===== src/rtl/tri_tmr_pkg.sv =====
package tri_tmr_pkg;
    localparam int DATA_W   = 32;
    localparam int NUM_CH   = 3;
    localparam int ADDR_W   = 10;
    localparam int CH_LSB   = 8;
    localparam int CH_W     = ADDR_W - CH_LSB;
    localparam int WORD_LSB = 2;
    localparam int WORD_W   = CH_LSB - WORD_LSB;
    localparam int PRE_W    = 8;

    typedef enum logic [WORD_W-1:0] {
        W_LOAD   = 6'd0,
        W_VALUE  = 6'd1,
        W_CTRL   = 6'd2,
        W_ICLR   = 6'd3,
        W_RAW    = 6'd4,
        W_MASKED = 6'd5,
        W_BGLOAD = 6'd6
    } word_e;

    typedef struct packed {
        logic       enable;
        logic       periodic;
        logic       irq_en;
        logic       spare;
        logic [1:0] pre;
        logic       wide;
        logic       one_shot;
    } ctrl_t;

    localparam ctrl_t CTRL_RESET = 8'h20;

    function automatic logic [PRE_W-1:0] pre_limit(input logic [1:0] sel);
        case (sel)
            2'd1:    pre_limit = PRE_W'(15);
            2'd2:    pre_limit = PRE_W'(255);
            default: pre_limit = '0;
        endcase
    endfunction
endpackage


===== src/rtl/tmr_prescale.sv =====
module tmr_prescale
    import tri_tmr_pkg::*;
(
    input  logic       clk,
    input  logic       rst,
    input  logic       tick,
    input  logic       run,
    input  logic       restart,
    input  logic [1:0] sel,
    output logic       step
);
    logic [PRE_W-1:0] pc;
    logic [PRE_W-1:0] lim;

    assign lim  = pre_limit(sel);
    assign step = tick && run && !restart && (pc == lim);

    always_ff @(posedge clk) begin
        if (rst || restart) begin
            pc <= '0;
        end else if (tick && run) begin
            pc <= (pc == lim) ? '0 : pc + 1'b1;
        end
    end
endmodule


===== src/rtl/tmr_channel.sv =====
module tmr_channel
    import tri_tmr_pkg::*;
(
    input  logic              clk,
    input  logic              rst,
    input  logic              tick,
    input  logic              wr_load,
    input  logic              wr_bg,
    input  logic              wr_ctrl,
    input  logic              wr_iclr,
    input  logic [DATA_W-1:0] wdata,
    output logic [DATA_W-1:0] limit,
    output logic [DATA_W-1:0] count,
    output ctrl_t             ctrl,
    output logic              raw,
    output logic              irq
);
    logic              step;
    logic              parked;
    logic              expire;
    logic [DATA_W-1:0] count_nxt;

    tmr_prescale u_pre (
        .clk     (clk),
        .rst     (rst),
        .tick    (tick),
        .run     (ctrl.enable),
        .restart (wr_load || wr_ctrl),
        .sel     (ctrl.pre),
        .step    (step)
    );

    assign parked = ctrl.one_shot && (count == '0);
    assign expire = step && !parked && (count <= DATA_W'(1));

    always_comb begin
        if (!expire)            count_nxt = count - 1'b1;
        else if (ctrl.one_shot) count_nxt = '0;
        else if (ctrl.periodic) count_nxt = limit;
        else if (ctrl.wide)     count_nxt = '1;
        else                    count_nxt = DATA_W'(32'h0000_FFFF);
    end

    always_ff @(posedge clk) begin
        if (rst) begin
            limit <= '0;
            count <= '1;
            ctrl  <= CTRL_RESET;
            raw   <= 1'b0;
        end else begin
            if (wr_load || wr_bg) limit <= wdata;
            if (wr_load)                count <= wdata;
            else if (step && !parked)   count <= count_nxt;
            if (wr_ctrl) ctrl <= ctrl_t'(wdata[7:0]);
            if (expire)       raw <= 1'b1;
            else if (wr_iclr) raw <= 1'b0;
        end
    end

    assign irq = raw && ctrl.irq_en;

    AST_LOAD_SETS_BOTH: assert property (@(posedge clk) disable iff (rst)
        wr_load |=> (count == $past(wdata)) && (limit == $past(wdata)));
    AST_BG_KEEPS_COUNT: assert property (@(posedge clk) disable iff (rst)
        (wr_bg && !wr_load && !step) |=> (count == $past(count)));
    AST_DISABLED_HOLD: assert property (@(posedge clk) disable iff (rst)
        (!ctrl.enable && !wr_load) |=> $stable(count));
    AST_ONESHOT_PARK: assert property (@(posedge clk) disable iff (rst)
        (ctrl.one_shot && count == '0 && !wr_load) |=> (count == '0));
    AST_RAW_STICKY: assert property (@(posedge clk) disable iff (rst)
        (raw && !wr_iclr) |=> raw);
    AST_FREE_WRAP: assert property (@(posedge clk) disable iff (rst)
        (expire && !ctrl.one_shot && !ctrl.periodic && !wr_load)
        |=> (count == ($past(ctrl.wide) ? {DATA_W{1'b1}} : DATA_W'(32'h0000_FFFF))));
endmodule


===== src/rtl/tri_down_timer.sv =====
module tri_down_timer
    import tri_tmr_pkg::*;
(
    input  logic              clk,
    input  logic              rst,
    input  logic              tick_fast,
    input  logic              tick_slow,
    input  logic              wr_en,
    input  logic [ADDR_W-1:0] addr,
    input  logic [DATA_W-1:0] wdata,
    output logic [DATA_W-1:0] rdata,
    output logic [NUM_CH-1:0] irq
);
    logic [CH_W-1:0]   ch_idx;
    word_e             word;
    logic [DATA_W-1:0] limit_a [NUM_CH];
    logic [DATA_W-1:0] count_a [NUM_CH];
    ctrl_t             ctrl_a  [NUM_CH];
    logic              raw_a   [NUM_CH];

    assign ch_idx = addr[ADDR_W-1:CH_LSB];
    assign word   = word_e'(addr[CH_LSB-1:WORD_LSB]);

    for (genvar g = 0; g < NUM_CH; g++) begin : g_ch
        logic sel;
        assign sel = wr_en && (ch_idx == CH_W'(g));
        tmr_channel u_ch (
            .clk     (clk),
            .rst     (rst),
            .tick    ((g == 0) ? tick_fast : tick_slow),
            .wr_load (sel && word == W_LOAD),
            .wr_bg   (sel && word == W_BGLOAD),
            .wr_ctrl (sel && word == W_CTRL),
            .wr_iclr (sel && word == W_ICLR),
            .wdata   (wdata),
            .limit   (limit_a[g]),
            .count   (count_a[g]),
            .ctrl    (ctrl_a[g]),
            .raw     (raw_a[g]),
            .irq     (irq[g])
        );
    end

    always_comb begin
        rdata = '0;
        for (int i = 0; i < NUM_CH; i++) begin
            if (ch_idx == CH_W'(i)) begin
                case (word)
                    W_LOAD, W_BGLOAD: rdata = limit_a[i];
                    W_VALUE:          rdata = count_a[i];
                    W_CTRL:           rdata = DATA_W'(ctrl_a[i]);
                    W_RAW:            rdata = DATA_W'(raw_a[i]);
                    W_MASKED:         rdata = DATA_W'(raw_a[i] && ctrl_a[i].irq_en);
                    default:          rdata = '0;
                endcase
            end
        end
    end

    AST_IRQ_FOLLOWS_MASKED: assert property (@(posedge clk) disable iff (rst)
        (ch_idx == '0 && word == W_MASKED) |-> (rdata[0] == irq[0]));
endmodule


===== config.mk =====
export PLATFORM = sky130hd
export DESIGN_NAME = tri_down_timer
export DESIGN_NICKNAME = d
export VERILOG_FILES = /design/src/rtl/tri_tmr_pkg.sv /design/src/rtl/tmr_prescale.sv /design/src/rtl/tmr_channel.sv /design/src/rtl/tri_down_timer.sv
export SDC_FILE = /design/constraint.sdc
export NUM_CORES = 1
export LEC_CHECK = 0
export BUFFER_PORTS_ARGS = -buffer_cell sky130_fd_sc_hd__buf_4
export CAP_MARGIN = 20
export CORE_UTILIZATION = 50
export CTS_BUF_LIST = sky130_fd_sc_hd__clkbuf_8
export CTS_CLUSTER_SIZE = 10
export DETAILED_ROUTE_END_ITERATION = 10
export PLACE_DENSITY = 0.77
export SETUP_SLACK_MARGIN = 0.05
export SLEW_MARGIN = 20
export SYNTH_ARGS = -nofsm -noshare
export SYNTH_HDL_FRONTEND = slang
export SYNTH_SLANG_ARGS = --single-unit

===== constraint.sdc =====
create_clock -name clk -period 2.61 [get_ports clk]
set_input_delay 0 -clock clk [delete_from_list [all_inputs] [get_ports clk]]
set_output_delay 0 -clock clk [all_outputs]
set_load 0.01 [all_outputs]

# Word level (Yosys, flattened, before mapping)
# Cells that the tools add are included.
dict set report totals {
  wordCells 158
  latchBits 0
  ramBits 0
  reg_bits 243
  input_bits 47
  memories 0
  output_inout_bits 35
  mem_bits_ro 0
}
dict set report op_classes {
  shift 0
  add_sub_neg 6
  eq_ne 17
  order_cmp 3
  muxes 36
  div 0
  multipliers 0
  bitwise 0
  reduce_logical 63
}
# operator n
set op_table {}
lappend op_table {{2-to-1 mux 32 bit} 21}
lappend op_table {{one-hot mux 32 bit (5 select lines)} 3}
lappend op_table {{less-or-equal comparator 32 x 1 -> 1 bit (second input constant)} 3}
lappend op_table {{zero test 32 bit} 3}
lappend op_table {{subtractor 32 x 1 -> 32 bit (second input constant)} 3}
lappend op_table {{one-hot mux 8 bit (2 select lines)} 3}
lappend op_table {{logical AND 1 bit} 36}
lappend op_table {{adder 8 x 1 -> 8 bit (second input constant)} 3}
lappend op_table {{equality test 8 bit} 3}
lappend op_table {{2-to-1 mux 8 bit} 3}
lappend op_table {{equality test 6 x 3 -> 1 bit (second input constant)} 3}
lappend op_table {{equality test 6 x 2 -> 1 bit (second input constant)} 2}
lappend op_table {{nonzero test 2 bit} 6}
lappend op_table {{logical OR 1 bit} 9}
lappend op_table {{equality test 2 x 1 -> 1 bit (second input constant)} 4}
lappend op_table {{equality test 2 bit (second input constant)} 4}
lappend op_table {{equality test 6 x 1 -> 1 bit (second input constant)} 1}
lappend op_table {{zero test 1 bit} 6}
lappend op_table {{zero test 6 bit} 1}
lappend op_table {{2-to-1 mux 1 bit} 6}
lappend op_table {{zero test 2 bit} 1}
lappend op_table {{OR reduction 2 bit} 1}

# Logic depth before layout (Yosys ltp)
# Gate-level depths: netlist of the first run.
dict set report logic_depth {
  word_depth 12
  mapped_depth 10
  ltp_nobuf 8
}

# Modules after synthesis
# A second synthesis of the first run with hierarchy kept.
dict set report hier_totals {
  cells_unflattened 2104
  area_unflattened_um2 15446.1
}
# mod seq_area_each_um2 n_inst area_each_um2 cells_each
set modules_own_cells {}
lappend modules_own_cells {{tmr_channel at g_ch[0].u_ch ...} 1461.4 2 4065.1 559}
lappend modules_own_cells {{tmr_channel at g_ch[2].u_ch} 1461.4 1 4176.5 558}
lappend modules_own_cells {tri_down_timer 0.0 1 1803.0 275}
lappend modules_own_cells {tmr_prescale 160.2 3 445.4 51}

# Worst setup path before layout of the first run
# Ideal clock, no wire load.
dict set report synth_path {
  path_type {reg-to-reg}
  start {reg g_ch[2].u_ch.ctrl[2] (netlist name)}
  end {reg g_ch[2].u_ch.count[29]}
  setup_ns 0.060
  setup_slack_ns 0.078
  arrival_time_ns 2.472
  synth_period_minus_slack_ns 2.532
  path_buffers 2
  stages_incl_launch_ff 10
  t_required_ns 2.550
  cell_sequence {dfxtp_1 inv_1 ha_1 or4b_2 o32ai_1 and3_1 clkbuf_1 clkbuf_1 o221ai_1 nand2_1}
}
dict set report synth_via {
  elab_chain_len 9
  elab_cells_between_ends 11
  classes_between {3 x eq/ne; 4 x mux; 4 x reduce/logical}
}
# item line_no
set synth_rtl {}
lappend synth_rtl {{from (decl)} tmr_channel.sv:14} ;# output ctrl_t ctrl,
lappend synth_rtl {{from (signal assigned)} tmr_channel.sv:54} ;# if (wr_ctrl) ctrl <= ctrl_t'(wdata[7:0]);
lappend synth_rtl {{equality test 2 bit or equality test 2 x 1 -> 1 bit (tied branches)} tri_tmr_pkg.sv:34} ;# case (sel)
lappend synth_rtl {{one-hot mux 8 bit (2 select lines) (*)} tri_tmr_pkg.sv:34}
lappend synth_rtl {{equality test 8 bit (*)} tmr_prescale.sv:16} ;# assign step = tick && run && !restart && (pc == lim);
lappend synth_rtl {{logical AND 1 bit (*)} tmr_prescale.sv:16}
lappend synth_rtl {{logical AND 1 bit (*)} {tmr_channel.sv:34, tmr_channel.sv:53}}
lappend synth_rtl {{logical AND 1 bit} tmr_channel.sv:34} ;# assign expire = step && !parked && (count <= DATA_W'(1));
lappend synth_rtl {{2-to-1 mux 32 bit} tmr_channel.sv:37} ;# if (!expire) count_nxt = count - 1'b1;
lappend synth_rtl {{2-to-1 mux 32 bit} tmr_channel.sv:53} ;# else if (step && !parked) count <= count_nxt;
lappend synth_rtl {{2-to-1 mux 32 bit} tmr_channel.sv:52} ;# if (wr_load) count <= wdata;
lappend synth_rtl {{to (signal assigned)} tmr_channel.sv:52}
lappend synth_rtl {{to (signal assigned)} tmr_channel.sv:53}
lappend synth_rtl {{to (decl)} tmr_channel.sv:13} ;# output logic [DATA_W-1:0] count,
# Mark *: on every way between the ends. The rest lies on a longest branch, timed or not. The select of a mux whose other input is x is not followed.
# A chain may end at the register's enable or synchronous reset.

# Final worst setup path of the first run
dict set report layout_path {
  start {reg g_ch[0].u_ch.count[0]}
  end {reg g_ch[0].u_ch.count[12]}
}
dict set report layout_via {
  elab_chain_len 8
  elab_cells_between_ends 11
  classes_between {1 x add/sub; 1 x order compare; 3 x mux; 6 x reduce/logical}
}
# item line_no
set layout_rtl {}
lappend layout_rtl {{from (decl)} tmr_channel.sv:13}
lappend layout_rtl {{from (signal assigned)} tmr_channel.sv:52}
lappend layout_rtl {{from (signal assigned)} tmr_channel.sv:53}
lappend layout_rtl {{branches (longest 8 deep; another with less-or-equal comparator 32 x 1 -> 1 bit)} n/a}
# Several ways; the timed one is not identified. The select of a mux whose other input is x is not followed.

==> results of run 1 <==
-- registers in the layout, indices dropped and copies added, names as in the netlist --
signal / flops
g_ch.u_ch.raw: 3
g_ch.u_ch.limit: 96
g_ch.u_ch.ctrl: 24
g_ch.u_ch.count: 96
g_ch.u_ch.u_pre.pc: 24
-- cells in the mapped netlist (9+ instances only) --
| cell type | n |
|---|---|
| a211o_1 | 12 |
| a211oi_1 | 11 |
| a21o_1 | 11 |
| a21oi_1 | 280 |
| a221o_1 | 11 |
| a221oi_1 | 48 |
| a222oi_1 | 21 |
| and2_1 | 11 |
| and3_1 | 9 |
| buf_1 | 11 |
| clkbuf_1 | 170 |
| dfxtp_1 | 243 |
| ha_1 | 12 |
| inv_1 | 43 |
| mux2i_1 | 64 |
| nand2_1 | 369 |
| nand2b_1 | 10 |
| nand3_1 | 82 |
| nand4_1 | 26 |
| nor2_1 | 159 |
| nor3_1 | 58 |
| nor4_1 | 37 |
| o211ai_1 | 23 |
| o21ai_0 | 111 |
| o22ai_1 | 36 |
| o31ai_1 | 13 |
| or3_1 | 22 |
| or4_1 | 17 |
| xnor2_1 | 32 |
| xor2_1 | 43 |
-- critical path, cell delays in order (launching register included) --
cell	delay [ns]
dfxtp_1	0.40
inv_1	0.09
ha_1	0.16
nor3b_1	0.41
and4_1	0.37
nand4_1	0.20
a21oi_2	0.29
buf_12	0.22
a221oi_1	0.09
o21ai_0	0.15
-- power by group through the flow --
| stage | combinational, uW | sequential [uW] | clock (uW) |
|---|---|---|---|
| floorplan | 246 | 3810 | 0 |
| global placement | 455 | 3810 | 0 |
| detailed placement | 458 | 3810 | 0 |
| CTS | 505 | 3730 | 3900 |
| global route | 548 | 3730 | 4080 |
| finish | 527 | 3730 | 3880 |
-- kinds of logic after synthesis --
logic type	share of synthesized area, %
DFF	31.50
xor gates and xnor gates	4.254
buffers and inverters	5.891
AOI/OAI and AO/OA	26.70
adders and majority gates	0.9723
and+or+nand+nor	26.02
muxes	4.659
-- final cells by class --
cell class	count	area (sq um)
fillers	2754	11150
multi-input cells	1668	9883
flip-flops and latches	243	4865
repair buffers	307	2546
clock buffers	56	770.7
well taps	390	488.0
clock inverters	22	167.7
inverters	43	161.4
-- repair_timing --
action | CTS | global route
hold buffers | 37 | 0
hold endpoints to repair | 224 | 0
pin swaps | 3 | 3
gates cloned | 0 | 0
gates resized for setup | 15 | 18
buffers inserted | 2 | 2
setup endpoints to repair | 44 | 29
-- metrics by stage --
step	instances	setup slack, ns	setup TNS [ns]	total power [uW]	utilization, %
2_1_floorplan	2146	0.07793	0	4052	-
3_3_place_gp	2610	-0.06450	-0.7308	4264	57.77
3_5_place_dp	2610	-0.09936	-1.098	4268	57.77
4_1_cts	2727	0.07470	0	8131	62.45
5_1_grt	2729	0.03514	0	8356	62.87
6_report	2729	0.08810	0	8140	62.87
-- path summary, 6_finish.rpt --
path / startpoint / end / slack [ns] / cells past startpoint
min: addr[3] / g_ch[2].u_ch.raw$_SDFFE_PP0P_ / 0.04 / 6
max reg2reg: g_ch[0].u_ch.count[0]$_SDFFE_PP1P_ / g_ch[0].u_ch.count[12]$_SDFFE_PP1P_ / 0.09 / 9
min reg2reg: g_ch[2].u_ch.ctrl[4]$_SDFFE_PP0P_ / g_ch[2].u_ch.ctrl[4]$_SDFFE_PP0P_ / 0.46 / 2
max: g_ch[0].u_ch.count[0]$_SDFFE_PP1P_ / g_ch[0].u_ch.count[12]$_SDFFE_PP1P_ / 0.09 / 9
-- routing by layer --
layer	track usage, %	share of wire (%)	vias to the layer above
li1	-	-	8146
met1	53.31	40	8460
met2	60.42	44	1212
met3	7.584	11	231
met4	19.80	5.1	0
met5	0	0	-
==> impl_metrics.yaml, run 1 <==
placed_design:
  place_area_sq_um: 17350
  gp_congestion: 1.040
  io_buffers: 79
  hpwl_um: 46350
drt:
  routedWlPerCell_um: 23.21
  first_pass_iters: 7
  dr_total_vias: 18050
  wl_um: 63340
  antenna_left: 0
  drc: 0
  drt-initial-drc-count: 2370
  vias_per_cell: 6.614
yosys:
  synth.cell_area_sq_um: 15440
  yosys.area.top_type_share_pct: 31.50
  synthTopCellsByArea: "dfxtp_1 32%, a21oi_1 9.1%, nand2_1 9.0%"
  synth.avg_cell_area_sq_um: 7.195
  syn-num-nets: 2205
  synth_edf_count: 0
  synth.largest_area_cell: "dfxtp_1"
  synth-main-ff-cell: "dfxtp_1"
  ys_types: 77
  synth-warning-count: 0
  ys_seq_elements: 243
  seq_area_frac_synth_pct: 31.50
  synthArstFlopShare_pct: 0
  syn_inst: 2146
power:
  clockPowerShare_pct: 47.7
  power.internal_uw: 6048
  combPwrFrac_pct: 6.5
  p_sw_share_pct: 25.70
  p_switching_uw: 2092
  power.leakage_uw: 0.006779
  powerDensity_nw_per_um2: 431.1
  ir_drop_v: 0.0003875
  pwr-share-seq_pct: 45.8
clocking:
  clockBufferDepth: 3
  cts_tree: "built"
  clk_latency_ns: 0.59
  h-tree-depth: 2
  cts.sinks: 243
  cts_root_buffer: "clkbuf_8"
  cts.clk_slew.worst_paths_ns: 0.06
  numCtsBuffers: 45
job:
  drv_cap: 0
die:
  initial_core_util_pct: 51.41
  row_count: 63
  ios: 82
  dieArea_sq_um: 31590
  core-area_sq_um: 30030
  die_w_um: 177.7
  dieHeight_um: 177.7
sta:
  max_freq_ghz: 0.3965
  rsz0062_at_grt: "true"
  fin_crit_ns: 2.522
  hold_ws_ns: 0.04129
  setup_viol_count_final: 0
  report.final.slew_viol_count: 0
  tightest_slew_ns: 0.9393
  slew_headroom_pct: 37.38
  hold_viol_final: 0
  fin_skew_ns: 0.04662
  period_share_pct: 96.62
global_route:
  first_global_vias: 16740
  antenna_found_initial: 0
  grt_pass1_wl_um: 96590
  grt_use_total_pct: 39.67
  grt_max_degree: 109
  grt-ovfl-total: 0
finish:
  drive_gt1_share_pct: 17.44
  final_common_cell: "nand2_1"
  final_cell_mix: "368 x nand2_1, 278 x a21oi_1, 256 x buf_4"
  antenna_cells: 0
  layout.nets: 2367
  fin_area_sq_um: 18880
  syn_to_final_growth_pct: 22.28
min_path:
  hold_class: "input pin to register"
run_status:
  status: "finished clean"
worst_setup_path:
  crit_path_start_kind: "register"
  end_kind: "register"
  path_class: "register to register"
  required_ns: 3.07
  critPathArrivalTime_ns: 2.98
  crit_fanout: 24
Power figures use the tool's default switching activity.
==> run 2: changes to the inputs <==
--- a/config.mk
+++ b/config.mk
@@ -5,13 +5,13 @@
 export SDC_FILE = /design/constraint.sdc
 export NUM_CORES = 1
 export LEC_CHECK = 0
-export BUFFER_PORTS_ARGS = -buffer_cell sky130_fd_sc_hd__buf_4
 export CAP_MARGIN = 20
 export CORE_UTILIZATION = 50
 export CTS_BUF_LIST = sky130_fd_sc_hd__clkbuf_8
 export CTS_CLUSTER_SIZE = 10
 export DETAILED_ROUTE_END_ITERATION = 10
-export PLACE_DENSITY = 0.77
+export DONT_BUFFER_PORTS = 1
+export PLACE_DENSITY = 0.75
 export SETUP_SLACK_MARGIN = 0.05
 export SLEW_MARGIN = 20
 export SYNTH_ARGS = -nofsm -noshare
==> run 2 against run 1 <==
Against the previous run: global-route usage up 2.8 points; clock power down 6.2%; critical path depth decreased by 2; flip-flop and latch count unchanged; via count grew 2.3%; final cell count is 0.59% higher; sequential share of layout area fell by 0.25 points; critical path type unchanged.
==> impl_metrics.yaml, run 2 (same netlist as run 1, synthesis figures left out) <==
finish:
  fill_cells: 2667
  final_common_cell: "nand2_1"
  largestRegisters: "g_ch.u_ch.count: 96 flops, g_ch.u_ch.limit: 96 flops"
  drive_gt1_share_pct: 13.90
  fin_area_sq_um: 19070
  syn_to_final_growth_pct: 23.50
  final_cell_mix: "368 x nand2_1, 278 x a21oi_1, 243 x dfxtp_1"
  layout.nets: 2378
drt:
  antenna_left: 0
  vias_per_cell: 6.726
  wl_um: 68260
  first_pass_iters: 8
  dr_total_vias: 18460
  drt-initial-drc-count: 2623
  drc: 0
  routedWlPerCell_um: 24.87
clocking:
  cts_root_buffer: "clkbuf_8"
  numCtsBuffers: 45
  cts.sinks: 243
  h-tree-depth: 2
  cts.clk_slew.worst_paths_ns: 0.06
  clk_latency_ns: 0.59
  clockBufferDepth: 3
  cts_tree: "built"
worst_setup_path:
  crit_fanout: 5
  crit_top_cell: "or4_4"
  rr_worst_depth: 7
  crit_start: "g_ch[2].u_ch.count[22]$_SDFFE_PP1P_"
  crit_path_start_kind: "register"
  r2r_slack_ns: 0.08
  crit_slowest_cell: "or4_4"
  worstPathCellList: "or4_4 > or4_4 > or4_4 > a21oi_4 > buf_6 > nand2_1 > o211ai_1"
  r2r_start: "g_ch[2].u_ch.count[22]$_SDFFE_PP1P_"
  end_kind: "register"
  worst_r2r_endpoint: "g_ch[2].u_ch.count[14]$_SDFFE_PP1P_"
  critPathArrivalTime_ns: 3.01
  slowest_delay_ns: 0.55
  path_class: "register to register"
  required_ns: 3.09
sta:
  tightest_slew_ns: 0.8465
  slew_headroom_pct: 43.43
  fin_crit_ns: 2.534
  fin_skew_ns: 0.03867
  rsz0062_at_grt: "true"
  worst_slack_ns: 0.07646
  setup_viol_count_final: 0
  finalSetupTns_ns: 0
  period_share_pct: 97.07
  report.final.slew_viol_count: 0
  hold_viol_final: 0
  max_freq_ghz: 0.3947
power:
  pwr-share-seq_pct: 48.0
  p_sw_share_pct: 25.77
  powerDensity_nw_per_um2: 407.3
  power.internal_uw: 5766
  combPwrFrac_pct: 5.2
  clockPowerShare_pct: 46.8
  power.leakage_uw: 0.006979
  ir_drop_v: 0.0003075
  power.total_uw: 7767
  p_switching_uw: 2002
die:
  die_w_um: 177.7
  core-area_sq_um: 30030
  dieArea_sq_um: 31590
  dieHeight_um: 177.7
  row_count: 63
  initial_core_util_pct: 51.41
  ios: 82
global_route:
  grt-ovfl-total: 0
  grt_max_degree: 152
  grt_pass1_wl_um: 102400
  first_global_vias: 17150
  antenna_found_initial: 3
  grt_use_total_pct: 42.52
min_path:
  min_path_cells: 4
  min_from: "addr[3]"
  min_to: "g_ch[2].u_ch.ctrl[5]$_SDFFE_PP1P_"
  hold_class: "input pin to register"
job:
  drv_cap: 0
placed_design:
  place_area_sq_um: 16790
  gp_congestion: 1.036
  place_worst_setup_slack_ns: -0.1082
  hpwl_um: 45100
  io_buffers: 0
run_status:
  status: "finished clean"
[run 2: per-layer routing]
layer  vias to the layer above  routed length [um]  global-route usage [%]
li1                       8198                   -                       -
met1                      8667               25670                   54.78
met2                      1316               29540                   64.65
met3                       279                9793                   13.56
met4                         4                3230                   18.77
met5                         -                  22                       0
[run 2: worst max path at each step]
| stage | end | slack [ns] | cells past startpoint |
|---|---|---|---|
| finish | g_ch[2].u_ch.count[14]$_SDFFE_PP1P_ | 0.08 | 7 |
| global route | g_ch[1].u_ch.count[20]$_SDFFE_PP1P_ | 0.04 | 9 |
| CTS | g_ch[2].u_ch.count[14]$_SDFFE_PP1P_ | 0.06 | 7 |
| detailed placement | g_ch[2].u_ch.count[9]$_SDFFE_PP1P_ | -0.11 | 10 |
| global placement | g_ch[2].u_ch.count[12]$_SDFFE_PP1P_ | -0.07 | 10 |
| floorplan | g_ch[2].u_ch.count[29]$_SDFFE_PP1P_ | 0.08 | 9 |
[run 2: worst max-delay path, delay by kind of cell (launching register included)]
kind | cells | cell delay (ns)
AOI/OAI and AO/OA | 2 | 0.44
buffers and inverters | 1 | 0.15
DFF | 1 | 0.31
and+or+nand+nor | 4 | 1.55
[run 2: cell type report]
class / count / area (sq um) / share of cell area (%)
Sequential cell: 243 / 4865 / 25.51
Clock inverter: 26 / 116.4 / 0.6102
Clock buffer: 55 / 757.0 / 3.970
Timing Repair Buffer: 317 / 2806 / 14.72
Inverter: 43 / 161.4 / 0.8464
Antenna cell: 2 / 5.005 / 0.02625
Tap cell: 390 / 488.0 / 2.559
Multi-Input combinational cell: 1669 / 9871 / 51.76
[run 2: stage by stage]
stage	hold slack, ns	std cells	utilization [%]
global placement	0.09314	2538	55.92
floorplan	0.1225	2146	-
CTS	0.002375	2742	63.13
detailed placement	0.09428	2538	55.92
finish	0.02427	2745	63.50
global route	0.03024	2743	63.48
[run 2: power groups by stage]
stage	combinational, uW	sequential [uW]	clock, uW
after floorplan	246	3810	0
after global placement	196	3810	0
after detailed placement	199	3810	0
after CTS	377	3730	3610
after global routing	412	3730	3810
final	400	3730	3640
[run 2: timing repair]
| action | CTS | global route |
|---|---|---|
| hold endpoints to repair | 243 | 0 |
| pin swaps | 2 | 5 |
| hold buffers | 117 | 0 |
| cloned | 2 | 0 |
| buffers inserted | 4 | 1 |
| gates resized for setup | 13 | 23 |
| endpoints found under the setup margin | 43 | 37 |
